## src/rtl/dacl_pkg.sv

```systemverilog
package dacl_pkg;
  localparam int SAMPLE_W = 16;
  localparam int NUM_CH   = 2;

  typedef enum logic [1:0] {
    ST_IDLE  = 2'd0,
    ST_SHIFT = 2'd1,
    ST_LATCH = 2'd2
  } ser_state_t;

  localparam logic CH_LEFT  = 1'b0;
  localparam logic CH_RIGHT = 1'b1;
endpackage

```

## src/rtl/sclk_gen.sv

```systemverilog
module sclk_gen #(
  parameter int HALF_DIV = 2
) (
  input  logic clk,
  input  logic rst,
  output logic sclk,
  output logic slot_end,
  output logic low_next
);
  localparam int PHASES = 2 * HALF_DIV;
  localparam int CW     = (PHASES > 2) ? $clog2(PHASES) : 1;

  logic [CW-1:0] cnt, cnt_next;

  // slot_end marks the last system cycle of a serial period
  always_comb begin
    slot_end = (cnt == CW'(PHASES - 1));
    cnt_next = slot_end ? '0 : cnt + 1'b1;
    low_next = (cnt_next < CW'(HALF_DIV));
  end

  always_ff @(posedge clk) begin
    if (rst) begin
      cnt  <= '0;
      sclk <= 1'b0;
    end else begin
      cnt  <= cnt_next;
      sclk <= ~low_next;
    end
  end


  sclk_low_after_slot_chk: assert property (@(posedge clk) disable iff (rst)
    slot_end |=> !sclk);
endmodule

```

## src/rtl/sample_hold.sv

```systemverilog
module sample_hold #(
  parameter int W = 16
) (
  input  logic         clk,
  input  logic         rst,
  input  logic         wr_en,
  input  logic [W-1:0] wr_data,
  input  logic         take,
  output logic         full,
  output logic [W-1:0] data
);
  // A write in the same cycle as a take keeps the new word held
  always_ff @(posedge clk) begin
    if (rst) begin
      full <= 1'b0;
      data <= '0;
    end else if (wr_en) begin
      full <= 1'b1;
      data <= wr_data;
    end else if (take) begin
      full <= 1'b0;
    end
  end


  hold_newest_chk: assert property (@(posedge clk) disable iff (rst)
    wr_en |=> (full && data == $past(wr_data)));
endmodule

```

## src/rtl/bit_serializer.sv

```systemverilog
module bit_serializer
  import dacl_pkg::*;
#(
  parameter int W = 16
) (
  input  logic         clk,
  input  logic         rst,
  input  logic         slot_end,
  input  logic         low_next,
  input  logic         sclk,
  input  logic         buf_full,
  input  logic [W-1:0] buf_data,
  output logic         take,
  output logic         sdata,
  output logic         latch
);
  localparam int BCW = $clog2(W);
  localparam logic [BCW-1:0] LAST = BCW'(W - 1);

  ser_state_t     state, state_next;
  logic [W-1:0]   shreg;
  logic [BCW-1:0] bitcnt;

  always_comb begin
    take       = slot_end && buf_full && (state != ST_SHIFT);
    state_next = state;
    if (slot_end) begin
      unique case (state)
        ST_SHIFT: if (bitcnt == LAST) state_next = ST_LATCH;
        default:  state_next = buf_full ? ST_SHIFT : ST_IDLE;
      endcase
    end
  end

  always_ff @(posedge clk) begin
    if (rst) begin
      state  <= ST_IDLE;
      shreg  <= '0;
      bitcnt <= '0;
      sdata  <= 1'b0;
      latch  <= 1'b0;
    end else begin
      state <= state_next;
      latch <= (state_next == ST_LATCH) && low_next;
      if (slot_end) begin
        unique case (state)
          ST_SHIFT: begin
            if (bitcnt != LAST) begin
              shreg  <= shreg << 1;
              sdata  <= shreg[W-2];
              bitcnt <= bitcnt + 1'b1;
            end
          end
          default: begin
            if (buf_full) begin
              shreg  <= buf_data;
              sdata  <= buf_data[W-1];
              bitcnt <= '0;
            end else begin
              sdata  <= 1'b0;
            end
          end
        endcase
      end
    end
  end


  latch_low_phase_chk: assert property (@(posedge clk) disable iff (rst)
    latch |-> !sclk);


  latch_in_slot_chk: assert property (@(posedge clk) disable iff (rst)
    latch |-> (state == ST_LATCH));


  data_stable_high_chk: assert property (@(posedge clk) disable iff (rst)
    (sclk && $past(sclk)) |-> $stable(sdata));


  held_start_chk: assert property (@(posedge clk) disable iff (rst)
    (slot_end && buf_full && state != ST_SHIFT) |=> (state == ST_SHIFT && bitcnt == '0));
endmodule

```

## src/rtl/dual_dac_loader.sv

```systemverilog
module dual_dac_loader
  import dacl_pkg::*;
#(
  parameter int HALF_DIV = 2
) (
  input  logic                clk,
  input  logic                rst,
  input  logic                in_valid,
  output logic                in_ready,
  input  logic                in_chan,
  input  logic [SAMPLE_W-1:0] in_sample,
  output logic                dac_sclk,
  output logic                dac_dl,
  output logic                dac_dr,
  output logic                dac_ll,
  output logic                dac_lr
);
  logic slot_end, low_next;
  logic [NUM_CH-1:0] sdata, latch;

  always_ff @(posedge clk) begin
    if (rst) in_ready <= 1'b0;
    else     in_ready <= 1'b1;
  end

  sclk_gen #(.HALF_DIV(HALF_DIV)) u_sclk (
    .clk      (clk),
    .rst      (rst),
    .sclk     (dac_sclk),
    .slot_end (slot_end),
    .low_next (low_next)
  );

  for (genvar ch = 0; ch < NUM_CH; ch++) begin : g_ch
    logic                wr_en, take, full;
    logic [SAMPLE_W-1:0] held;

    assign wr_en = in_valid && in_ready && (in_chan == 1'(ch));

    sample_hold #(.W(SAMPLE_W)) u_hold (
      .clk     (clk),
      .rst     (rst),
      .wr_en   (wr_en),
      .wr_data (in_sample),
      .take    (take),
      .full    (full),
      .data    (held)
    );

    bit_serializer #(.W(SAMPLE_W)) u_ser (
      .clk      (clk),
      .rst      (rst),
      .slot_end (slot_end),
      .low_next (low_next),
      .sclk     (dac_sclk),
      .buf_full (full),
      .buf_data (held),
      .take     (take),
      .sdata    (sdata[ch]),
      .latch    (latch[ch])
    );
  end

  assign dac_dl = sdata[CH_LEFT];
  assign dac_dr = sdata[CH_RIGHT];
  assign dac_ll = latch[CH_LEFT];
  assign dac_lr = latch[CH_RIGHT];


  rst_idle_chk: assert property (@(posedge clk)
    $past(rst) |-> !(dac_sclk || dac_dl || dac_dr || dac_ll || dac_lr || in_ready));
endmodule

```

## config.mk

```make
export PLATFORM = sky130hd
export DESIGN_NAME = dual_dac_loader
export DESIGN_NICKNAME = d
export VERILOG_FILES = /design/src/rtl/dacl_pkg.sv /design/src/rtl/sclk_gen.sv /design/src/rtl/sample_hold.sv /design/src/rtl/bit_serializer.sv /design/src/rtl/dual_dac_loader.sv
export SDC_FILE = /design/constraint.sdc
export NUM_CORES = 1
export LEC_CHECK = 0
export BUFFER_PORTS_ARGS = -buffer_cell sky130_fd_sc_hd__clkbuf_2
export CORE_ASPECT_RATIO = 0.75
export CORE_MARGIN = 5
export CORE_UTILIZATION = 50
export DETAILED_ROUTE_END_ITERATION = 6
export GPL_ROUTABILITY_DRIVEN = 0
export GPL_TIMING_DRIVEN = 0
export HOLD_SLACK_MARGIN = 0.06
export PLACE_DENSITY_LB_ADDON = 0.12
export SLEW_MARGIN = 20
export SYNTH_ARGS = -nofsm -noshare
export SYNTH_HDL_FRONTEND = slang
export SYNTH_SLANG_ARGS = --single-unit
```

## constraint.sdc

```tcl
create_clock -name clk -period 3.4 [get_ports clk]
set_input_delay 0.51 -clock clk [delete_from_list [all_inputs] [get_ports clk]]
set_output_delay 0.51 -clock clk [all_outputs]
set_load 0.02 [all_outputs]
```

; ---- After elaboration in Yosys (flattened, before gate mapping)
; Index checks and enable logic that the tools add are counted.
[totals]
input_bits = 20
ff_bits = 84
latchBits = 0
mem_bits_rw = 0
output_inout_bits = 6
word_cells = 85
n_memories = 0
rom_bits = 0
[op_classes]
muxes = 32
n_addsub = 3
shifts = 0
n_eq_ne = 13
div = 0
order_cmp = 1
mul = 0
n_bitwise = 2
n_reduce_logical = 17
[ops]
columns = operator, n
row1 = $mux W15, 6
row2 = $mux W4, 6
row3 = $mux W2, 7
row4 = $mux W1, 13
row5 = $logic_and A1 B1 Y1, 9
row6 = $add A4 B1 Y4 const B, 2
row7 = $eq A4 B4 Y1 const B, 2
row8 = $ne A2 B1 Y1 const B, 4
row9 = $ne A4 B4 Y1 const B, 2
row10 = $reduce_bool A2 Y1, 4
row11 = $eq A2 B2 Y1 const B, 3
row12 = $reduce_and A3 Y1, 2
row13 = $eq A2 B1 Y1 const B, 2
row14 = $reduce_and A2 Y1, 2
row15 = $add A2 B1 Y2 const B, 1
row16 = $lt A2 B2 Y1 const B, 1
row17 = $not A1 Y1, 2

; ---- Logic depth before layout (Yosys ltp)
[logic_depth]
depth_word = 6
ltp_mapped = 7
ltp_nobuf = 5

; ---- Hierarchy
; Synthesis repeated with hierarchy kept, for this count alone.
[hier_totals]
cells_unflattened = 382
area_unflattened_um2 = 3470.8
[modules_own_cells]
columns = mod, cells_each, seq_area_each_um2, area_each_um2, instances
row1 = bit_serializer, 130, 460.4, 1062.3, 2
row2 = sample_hold, 56, 340.3, 616.8, 2
row3 = sclk_gen, 6, 40.0, 72.6, 1
row4 = dual_dac_loader, 4, 20.0, 40.0, 1

; ---- Least setup slack after synthesis
; No wires, ideal clock.
[synth_path]
kind = reg2reg
start = register u_sclk.cnt[1]
end = register g_ch[1].u_ser.bitcnt[2]
path_buffers = 1
t_required_ns = 3.328
path_stages_with_launch = 6
period_less_slack_ns = 1.518
slack_ns = 1.882
setup_ns = 0.072
arrival_time_ns = 1.446
path_cell_list = dfxtp_1 ha_1 buf_2 a31oi_1 or2b_1 mux2i_1
[synth_via]
elab_chain_len = 2
[synth_rtl]
columns = item, line_no
row1 = "start, declared", sclk_gen.sv:13  ; logic [CW-1:0] cnt, cnt_next;
row2 = "start signal, assigned", sclk_gen.sv:27  ; cnt <= cnt_next;
row3 = $eq A2 B2 Y1, sclk_gen.sv:17  ; slot_end = (cnt == CW'(PHASES - 1));
row4 = $reduce_and A3 Y1 (no line), --
row5 = "end signal, assigned", bit_serializer.sv:51  ; bitcnt <= bitcnt + 1'b1;
row6 = "end, declared", bit_serializer.sv:22  ; logic [BCW-1:0] bitcnt;
; No other way between the ends.
; A chain may end at the register's enable or synchronous reset.

; ---- Final worst setup path
[layout_path]
start = register g_ch[1].u_ser.bitcnt[0]
end = register g_ch[1].u_ser.shreg[14]
[layout_via]
elab_chain_len = 3
[layout_rtl]
columns = item, line_no
row1 = $ne A4 B4 Y1, bit_serializer.sv:48  ; if (bitcnt != LAST) begin
row2 = $ne A2 B1 Y1 (no line), --
row3 = $reduce_and A3 Y1 (no line), --
row4 = "end signal, assigned", bit_serializer.sv:49  ; shreg <= shreg << 1;
row5 = "end signal, assigned", bit_serializer.sv:56  ; shreg <= buf_data;
row6 = "end, declared", bit_serializer.sv:21  ; logic [W-1:0] shreg;
; No other way between the ends.

==> impl.org <==
** Die
- Count of standard-cell rows :: 26
- Area of the core :: 0.00693 mm^2
- For this design the top-level I/O count stands at 26.
- The die covers 0.00908 mm^2.
- Height of the chip :: 83.8 um
- Initial standard-cell utilization of the core :: 52.4%
- Die Span X :: 108 um

** Global route
- The total overflow left after global routing is 0.
- The via count of the first global-routing pass came to 2,824.
- Entering global routing, the biggest net connects 14 pins.
- First-pass GRT wire length :: 13,900 um
- The number of antenna violations at the first check in global routing was 0.
- Global routing used 19.3% of the available tracks across all layers.

** Power
- For this design the static power due to leakage is 1.49 nW.
- Pwr Density :: 452 mW/mm^2
- Combinational logic is responsible for 9.4% of the overall power.
- The clock network accounts for 35.2% of the total power.
- Peak supply drop :: 0.269 mV
- After layout, the design draws a total of 1.83 mW.
- Power Internal :: 1.36 mW
- Sequential cells account for 55.5% of the total power.
- Net switching is 25.7% of the power.
- Net Sw Power :: 0.471 mW

** Final layout
- The library cells used most frequently in the layout, excluding fill and tap cells, are 83 x sky130_fd_sc_hd__dfxtp_1, 73 x sky130_fd_sc_hd__nand2_1, 54 x sky130_fd_sc_hd__a21oi_1, 32 x sky130_fd_sc_hd__mux2i_1, 24 x sky130_fd_sc_hd__clkbuf_2.
- The finished cells cover 0.00405 mm^2.
- Fill cells in the final layout number 640.
- Number of nets at the end of the flow :: 446
- Footprint of the multi-input gates :: 0.00176 mm^2
- Total inserted antenna cells :: 0
- Compared with the post-synthesis result, the final layout area differs by 11.6%.
- Cells with a size suffix above 1 make up 23.6% of the layout.
- Leaving out fill and tap cells, the most frequent cell in the layout is sky130_fd_sc_hd__dfxtp_1.
- The sequential cells in the finished layout cover a total of 0.00166 mm^2.

** Yosys
- Flip-flop and latch count after synthesis :: 83
- Netlist Area Pre-Place :: 0.00363 mm^2
- Of the synthesized area, sequential elements account for 45.8%.
- In the synthesized netlist, the number of instances is 388.
- Warning count from the yosys run :: 0
- A synthesized cell averages 9.36 um^2.
- Synthesis instantiated 38 different standard cells from the library.
- When the netlist entered floorplanning its net count stood at 411.

** Worst setup path
- Critical path class :: flop to flop
- Critical path, cell by cell :: ha_1 > nand3_1 > o21a_1 > buf_6 > buf_12 > a21oi_2 > a211oi_2
- Delay of the slowest cell on the worst path :: 0.39 ns
- Category of the worst setup path launch point :: flop
- The worst setup path is captured at a flop.
- Required arrival time at the worst endpoint :: 3.60 ns
- In this design, the largest share of critical-path delay is due to compound AO/OA/AOI/OAI gates.
- Counting both buffers and inverters, the worst setup path holds a total of 2.
- Endpoint arrival time on the critical path :: 1.91 ns
- Along the worst path, the maximum fanout reaches 10.
- For this design, the slowest cell found on the critical path is sky130_fd_sc_hd__dfxtp_1.

** CTS
- In this run the clock root is driven by a sky130_fd_sc_hd__clkbuf_8.
- CTS built an H-tree with a depth of 3.
- TritonCTS built the clock tree.
- Counting along the longest clock path gives a buffer depth of 2.
- Total of hold buffers inserted after clock tree synthesis :: 0
- Buffer count from post-CTS setup fixing :: 0
- Clock sink count :: 83
- The later pin in the worst-skew pair is clocked with a latency of 0.35 ns.
- Post-cts sizing count :: 0
- In this run, CTS created clock tree buffers numbering 9.
- After clock tree synthesis, the clock-pin slew on the worst setup and hold paths is 0.08 ns.

** Timing
- The clock period could shrink to 1.71 ns.
- Setup tns final :: 0 ns
- Final setup violation count :: 0
- The number of pins with negative max-slew slack in the final report is 0.
- For this run, the top clock speed supported by timing is 586 MHz.
- Worst max-slew margin expressed relative to the limit :: 45.0%
- The final-report hold violation count is 0.
- Setup repair after global routing left no endpoint under its margin.
- For the pin with the worst max-slew slack, the measured transition is 0.824 ns.
- Between clock sinks in the finished design, the worst skew comes to 0.00707 ns.
- Period utilisation layout :: 50.2%
- Final worst slack :: 1.69 ns

** Placement
- Placement Cell Area :: 0.00387 mm^2
- Detailed placement ended at an HPWL of 6040 um.
- The count of buffers added on input and output ports is 24.
- OpenSTA, run right after detailed placement, puts the worst setup slack at 1.49 ns.

** Drt
- ANT nets after route :: 0
- Using the TritonRoute via totals, the vias-per-cell ratio works out to 5.48.
- For this block, the routed nets add up to 8180 um of wire.
- Remaining design rule violation count :: 0
- First-pass iteration count of the detailed router :: 4
- Dividing the detail-routed wire length by the instance count gives 15.5 um.
- Total vias in the final route :: 2,881
- For this block, the initial DRC count from the detailed router was 106.

** Job
- Max-cap viol count :: 0

** Run status
- Result of the run :: completed

** Hold path
- In this run the worst hold path is classified as input port to flop.
==> cells in the mapped netlist (all sizes together) <==
cell type	n	area [um^2]
ha	3	37.5
and2b	1	7.51
inv	3	11.3
o21a	4	30.0
nand4b	2	17.5
a21oi	68	393
dfxtp	83	1660
nand2b	7	51.3
nor3	7	35.0
nor2	13	66.3
clkbuf	10	37.5
and3	3	23.8
or2	1	6.26
nand4	4	25.0
or2b	1	7.51
a32oi	2	17.5
buf	20	163
nand3	7	35.0
a211oi	28	280
mux2i	32	320
nand2	73	274
a311oi	2	30.0
a31oi	2	12.5
nor2b	4	32.5
o21ai	8	55.1
==> power by group through the flow <==
stage | Clock [mW] | Sequential (mW) | Combinational [mW]
5_1_grt | 0.707 | 1.02 | 0.188
3_5_place_dp | 0 | 1.04 | 0.170
4_1_cts | 0.652 | 1.01 | 0.171
6_report | 0.643 | 1.01 | 0.172
2_1_floorplan | 0 | 1.04 | 0.114
3_3_place_gp | 0 | 1.04 | 0.169
==> state kept, by name, summed over array words and instances (netlist names) <==
name and count:
g_ch.u_ser.sdata 2, in_ready 1, g_ch.u_ser.shreg 30, g_ch.u_ser.latch 2
g_ch.u_ser.bitcnt 8, u_sclk.cnt 2, g_ch.u_hold.full 2, g_ch.u_ser.state 4
g_ch.u_hold.data 32
==> per-stage QoR <==
stage          util, %  hold WS, ns  cells
4_1_cts           58.5        0.382    526
2_1_floorplan        -        0.402    388
6_report          58.5        0.384    526
5_1_grt           58.5        0.370    526
3_3_place_gp      55.9        0.418    510
3_5_place_dp      55.9        0.433    510
==> routing by layer <==
metal / global-route usage [%] / wire length (um) / part of all wire (%) / up-vias
met4: 4.82 / 48 / 0.59 / 0
li1: - / - / - / 1436
met3: 5.26 / 335 / 4.1 / 4
met2: 29.1 / 3570 / 44 / 39
met5: 0 / 0 / 0 / -
met1: 27.3 / 4230 / 52 / 1402
==> worst register-to-register path, stage by stage, from the launching register on <==
cell and delay, ns:
sky130_fd_sc_hd__dfxtp_1 0.39, sky130_fd_sc_hd__ha_1 0.20, sky130_fd_sc_hd__nand3_1 0.22, sky130_fd_sc_hd__o21a_1 0.25, sky130_fd_sc_hd__buf_6 0.14, sky130_fd_sc_hd__buf_12 0.15
sky130_fd_sc_hd__a21oi_2 0.14, sky130_fd_sc_hd__a211oi_2 0.06
==> path summary, 6_finish.rpt <==
| path | slack, ns | end | start | cells past startpoint |
|---|---|---|---|---|
| max | 1.69 | g_ch[1].u_ser.shreg[14]$_SDFFE_PP0P_ | g_ch[1].u_ser.bitcnt[0]$_SDFFE_PP0P_ | 7 |
| min | 0.38 | g_ch[1].u_hold.data[9]$_SDFFE_PP0P_ | in_sample[9] | 3 |
| max reg2reg | 1.69 | g_ch[1].u_ser.shreg[14]$_SDFFE_PP0P_ | g_ch[1].u_ser.bitcnt[0]$_SDFFE_PP0P_ | 7 |
| min reg2reg | 0.46 | u_sclk.cnt[0]$_SDFF_PP0_ | u_sclk.cnt[0]$_SDFF_PP0_ | 1 |
==> final cells by class <==
cell class                 instances  area share, %
multi-input combinational        272           43.4
inverter                           3          0.278
sequential                        83           41.0
clock buffer                      11           3.74
tap                               98           3.03
buffer                            30           4.94
clock inverter                     5          0.679
timing repair buffer              24           2.96
==> kinds of logic (layout without fill, tap and decap cells) <==
family                   after synthesis  in the layout  synth area share [%]
AO/OA/AOI/OAI                        114            114                  22.5
adder cells (fa/ha/maj)                3              3                  1.03
buffers and inverters                 33             73                  5.82
flip-flops                            83             83                  45.8
multiplexers                          32             32                  8.82
AND/OR/NAND/NOR                      123            123                  16.0
(Power assumes the default switching activity.)
